File: src/rtl/polled_byte_port.sv
module polled_byte_port #(
  parameter int DATA_W = 8,
  parameter int ADDR_W = 2
) (
  input  logic              clk,
  input  logic              rst,
  input  logic              dev_valid,
  input  logic [DATA_W-1:0] dev_data,
  output logic              dev_accept,
  input  logic [ADDR_W-1:0] cpu_addr,
  input  logic              cpu_rd,
  input  logic              cpu_wr,
  input  logic [DATA_W-1:0] cpu_wdata,
  output logic [DATA_W-1:0] cpu_rdata
);
  localparam logic [ADDR_W-1:0] STAT_ADDR = ADDR_W'(0);
  localparam logic [ADDR_W-1:0] HOLD_ADDR = ADDR_W'(1);

  logic              flag_q;
  logic              acc_q;
  logic [DATA_W-1:0] hold_q;

  wire take    = dev_valid & ~acc_q;
  wire collect = cpu_rd & (cpu_addr == HOLD_ADDR) & flag_q;
  wire release_acc = ~flag_q & ~dev_valid;

  always_ff @(posedge clk) begin
    if (rst) begin
      flag_q <= 1'b0;
      acc_q  <= 1'b0;
      hold_q <= '0;
    end else begin
      if (take) begin
        hold_q <= dev_data;
        flag_q <= 1'b1;
        acc_q  <= 1'b1;
      end else begin
        if (collect) flag_q <= 1'b0;
        if (release_acc) acc_q <= 1'b0;
      end
    end
  end

  assign dev_accept = acc_q;

  always_comb begin
    cpu_rdata = '0;
    if (cpu_addr == STAT_ADDR) cpu_rdata[0] = flag_q;
    else if (cpu_addr == HOLD_ADDR) cpu_rdata = hold_q;
  end
endmodule


File: config.mk
export PLATFORM = sky130hd
export DESIGN_NAME = polled_byte_port
export DESIGN_NICKNAME = d
export VERILOG_FILES = /design/src/rtl/polled_byte_port.sv
export SDC_FILE = /design/constraint.sdc
export NUM_CORES = 1
export LEC_CHECK = 0
export ABC_AREA = 1
export BUFFER_PORTS_ARGS = -buffer_cell sky130_fd_sc_hd__buf_4
export CAP_MARGIN = 20
export CORE_MARGIN = 2
export CORE_UTILIZATION = 25
export DETAILED_ROUTE_END_ITERATION = 6
export GPL_TIMING_DRIVEN = 0
export PLACE_DENSITY = 0.63
export SLEW_MARGIN = 25
export SYNTH_ARGS = -nofsm -noshare
export SYNTH_HDL_FRONTEND = slang
export SYNTH_SLANG_ARGS = --single-unit
export TNS_END_PERCENT = 30
File: constraint.sdc
create_clock -name clk -period 1.15 [get_ports clk]
set_clock_uncertainty 0.15 [all_clocks]
set_input_delay 0.115 -clock clk [delete_from_list [all_inputs] [get_ports clk]]
set_output_delay 0.115 -clock clk [all_outputs]
set_load 0.005 [all_outputs]
; After elaboration in Yosys (flattened, before gate mapping)
; Cells that the tools add are included.
[totals]
regBits = 10
in_bits = 23
[classes]
n_eq_ne = 1
mux = 7
bitwise_logic = 7
reduce_logical = 3
[op_table]
columns = op, count
row1 = $mux W8, 1
row2 = $mux W7, 1
row3 = $mux W1, 5
row4 = $and A1 B1 Y1, 4
row5 = $reduce_bool A2 Y1, 2
row6 = $not A1 Y1, 3
row7 = $eq A2 B1 Y1 const B, 1
row8 = $logic_not A2 Y1, 1

; Depth between registers and ports, before layout
[depth]
word_depth = 5
mapped_depth = 5

; Worst setup path before layout
; Ideal clock, no wire load.
[synth_timing]
path_kind = reg-to-reg
from = register acc_q (netlist: dev_accept)
to = register hold_q[0]
setup_ps = 116
t_arrival_ps = 664
t_required_ps = 884
path_slack_ps = 221
path_stages_with_launch = 6
period_less_slack_ps = 929
path_cell_list = dfxtp_1 -> inv_2 -> nand2_4 -> inv_6 -> nor2_1 -> nor2_1
[synth_between]
elab_chain_cells = 2
[synth_rtl]
columns = element, line_no
row1 = from (decl), 20  ; logic acc_q;
row2 = from (signal assigned), 30  ; acc_q <= 1'b0;
row3 = from (signal assigned), 36  ; acc_q <= 1'b1;
row4 = from (signal assigned), 39  ; if (release_acc) acc_q <= 1'b0;
row5 = $not A1 Y1, 23  ; wire take = dev_valid & ~acc_q;
row6 = $and A1 B1 Y1, 23
row7 = to (signal assigned), 34  ; hold_q <= dev_data;
row8 = to (decl), 21  ; logic [DATA_W-1:0] hold_q;
; Every way passes these cells.
; A chain may end at the register's enable or synchronous reset.

; Worst setup path after layout
[layout_timing]
from = register flag_q
to = output cpu_rdata[0]
[layout_between]
elab_chain_cells = 1
[layout_rtl]
columns = element, line_no
row1 = from (decl), 19  ; logic flag_q;
row2 = from (signal assigned), 29  ; flag_q <= 1'b0;
row3 = from (signal assigned), 35  ; flag_q <= 1'b1;
row4 = from (signal assigned), 38  ; if (collect) flag_q <= 1'b0;
row5 = $mux W1, 48  ; if (cpu_addr == STAT_ADDR) cpu_rdata[0] = flag_q;
row6 = to (decl), 14  ; output logic [DATA_W-1:0] cpu_rdata
; Every way passes these cells.

==> impl_results.md <==
- Num CTS Buffers: 3
- Critical Path, Cell by Cell: o21ai_1 > a21oi_1 > buf_4
- Post-Syn Area: about 420 sq um
- Xor and xnor area share after synthesis: 0
- Tmin final: ~1.1 ns
- Dominant cell type by area after synthesis: dfxtp_1
- RSZ-0062 raised after global routing: yes
- Die extent in x: about 45 microns
- 1st-iter DRT viols: 3
- Max-Cap Viols: 0
- Num Clock Sinks: 10
- Fillers: 167
- DP Wirelength: 703 microns
- Share of Yosys cell area claimed by the top area cell type: 0.472
- Synth Area in Simple Gates: 0.268
- Critical Path Sink Type: output port
- PwrDens: 1020 mW/mm^2
- First-pass GRT wire length: 1.58 mm
- Core ar.: about 0.0015 sq mm
- Drt pass-1 iters: 4
- Max-slew violations: 0
- Status: complete, no violations
- Setup WS pre-CTS: 0.108 ns
- Initial antenna violation count: 0
- Largest family of logic cells by synthesized area: simple AND/OR/NAND/NOR gates
- Port bufs: 22
- Largest net degree at the start of global routing: 11
- Slowest-stage cell, CP: dfxtp_2
- Mux contribution to synthesized area: 0
- Share of layout cells above drive strength 1: 0.414
- Final WS setup: roughly 0.021 ns
- Global Route Usage Sum: 0.111
- Routed wire per std cell: ~9.3 microns
- Synth area leaders: dfxtp_1, nor2_1, o21ai_0, inv_1, a21oi_1
- Hold Startpoint: cpu_addr[0]
- Synth warn: 0
- Max IR drop VDD: 599 uV
- Placed cells: 100
- Yosys cell types: 11
- Worst path bufs/invs: 1
- Cells after Synth: 62
- Hold Fails Final Rpt: 0
- Syn-to-layout area delta: 82.9%
- GP Congestion: around 0.71
- Post-synthesis sequential area ratio: 0.472
- Bufs on Longest Clock Path: 2
- Commonest non-fill, non-tap cell in the layout: buf_4
- Vias in the first global route: between 300 and 400
- Top Ports: 32
- Worst EP arrival: 0.86 ns
- Final #Nets: 124
- P_leak: around 0.36 nW
- Slew @ Worst Pin: ~0.28 ns
- Start of the worst register-to-register path: dev_accept
- Die area: just over 0.002 sq mm
- Hold Path Depth: 4
- H-tree levels: 1
- Final setup fails: 0
- Worst stage delay on the critical path: about 0.32 ns
- DRC: 0
- Critical path launch point type: flop
- Slew headroom: 0.812
- Fin cells: between 100 and 150
- WHS Endpoint: flag_q
- GRT overflow: 0
- Initial Util: 0.275
- Req. time, crit path: 0.88 ns
- Worst Path Max Fanout: 2
- WP depth: 3
- CTS tree: yes
- Cell area after layout: between 700 and 800 sq um
- F_max: a little under 0.9 GHz
- Commonest cells after routing, fill and taps aside: buf_4, nor2_1, dlygate4sd3_1
- Post-route ant nets: 0
- Synth Area in Adders: 0
- Synthesis-stage register bit count: 10
- WL final: between 1 and 1.5 mm
- Worst skew pair latency: about 0.25 ns
- Fin crit share: 0.982
- Fin util: 0.503
- Vias per inst: ~4.2
- Syn_nets: between 80 and 90
- Worst setup path start: flag_q
- Worst Reg-to-Reg Cells: 4
- Power, Total: ~0.00079 W
- Clk slew on worst S/H paths: about 0.06 ns
- R2r endpoint: hold_q[0]
- Syn Area/Cell: 6.84 sq um
- Rows: 14
- Root Buffer: clkbuf_4
- Hold crit path type: input port to flop
- Reg-to-reg slack, setup: approximately 0.18 ns
- CP Class: flop to output port
- Area post-placement: slightly above 600 sq um
- Crit-path leading delay family: flip-flops
- Ant diodes: 0
- Synth Area in Compound Gates: 0.142
- Vias post-DR: roughly 480
- Die height: approximately 45 microns
==> layer usage <==
metal | routed length, microns | share of wire | vias up | GRT usage
li1 | - | - | 265 | -
met1 | 480 | 0.45 | 198 | 0.129
met2 | 491 | 0.46 | 18 | 0.174
met3 | 92 | 0.086 | 0 | 0.0600
met4 | 0 | 0 | 0 | 0.0353
met5 | 0 | 0 | - | 0
==> kinds of logic (layout without fill, tap and decap cells) <==
logic type,after synthesis,count (layout)
and+or+nand+nor,28,28
buffers and inverters,12,49
DFF,10,10
AOI/OAI and AO/OA,12,12
==> cell usage after synthesis <==
library cell and count:
o21ai_0 8, inv_2 1, inv_1 10, nor2_1 24
nand2_1 2, a21oi_1 3, nand2_4 1, nand3_1 1
inv_6 1, o21ai_1 1, dfxtp_1 10
==> metrics by stage <==
| stage | TNS [ns] | hold WS (ns) |
|---|---|---|
| detailed placement | 0 | 0.145 |
| CTS | 0 | 0.00707 |
| global placement | 0 | 0.141 |
| floorplan | 0 | 0.0341 |
| global route | -0.0308 | 0.0458 |
| finish | 0 | 0.0202 |
==> registers in the layout, indices dropped and copies added (netlist names) <==
name and cells:
hold_q 8, dev_accept 1, flag_q 1
==> worst reg2reg max path, stage by stage (launching register included) <==
cell and delay, ns:
dfxtp_1 0.33, inv_2 0.09, nand2_8 0.08, o21ai_0 0.16
nor2_1 0.05
==> cell type report <==
| cell class | instances | area (sq um) | area share |
|---|---|---|---|
| Clock buffer | 3 | 22.5 | 0.0290 |
| Tap cell | 16 | 20.0 | 0.0258 |
| Sequential cell | 10 | 209 | 0.269 |
| Timing Repair Buffer | 34 | 283 | 0.365 |
| Multi-Input combinational cell | 40 | 188 | 0.242 |
| Inverter | 12 | 53.8 | 0.0694 |
==> where the power goes <==
part           total [W]  switching [W]  leakage (nW)  internal (W)
Sequential      0.000391      0.0000137        0.0852      0.000377
Clock           0.000228       0.000108        0.0138      0.000120
Combinational   0.000174      0.0000751         0.260     0.0000992
Total           0.000793       0.000197         0.359      0.000596
==> repair_timing <==
action,4_1_cts,5_1_grt
endpoints found under the setup margin,1,11
buffers inserted,1,0
gates resized for setup,1,12
cloned,0,0
hold endpoints to repair,10,0
pin swaps,1,3
hold buffers,11,0
==> worst max-delay path by stage <==
stage / endpoint / slack [ns]
2_1_floorplan: hold_q[0] / 0.22
3_3_place_gp: cpu_rdata[6] / 0.11
3_5_place_dp: cpu_rdata[6] / 0.11
4_1_cts: cpu_rdata[0] / 0.009
5_1_grt: cpu_rdata[0] / -0.03
6_report: cpu_rdata[0] / 0.02
Power figures use the tool's default switching activity.
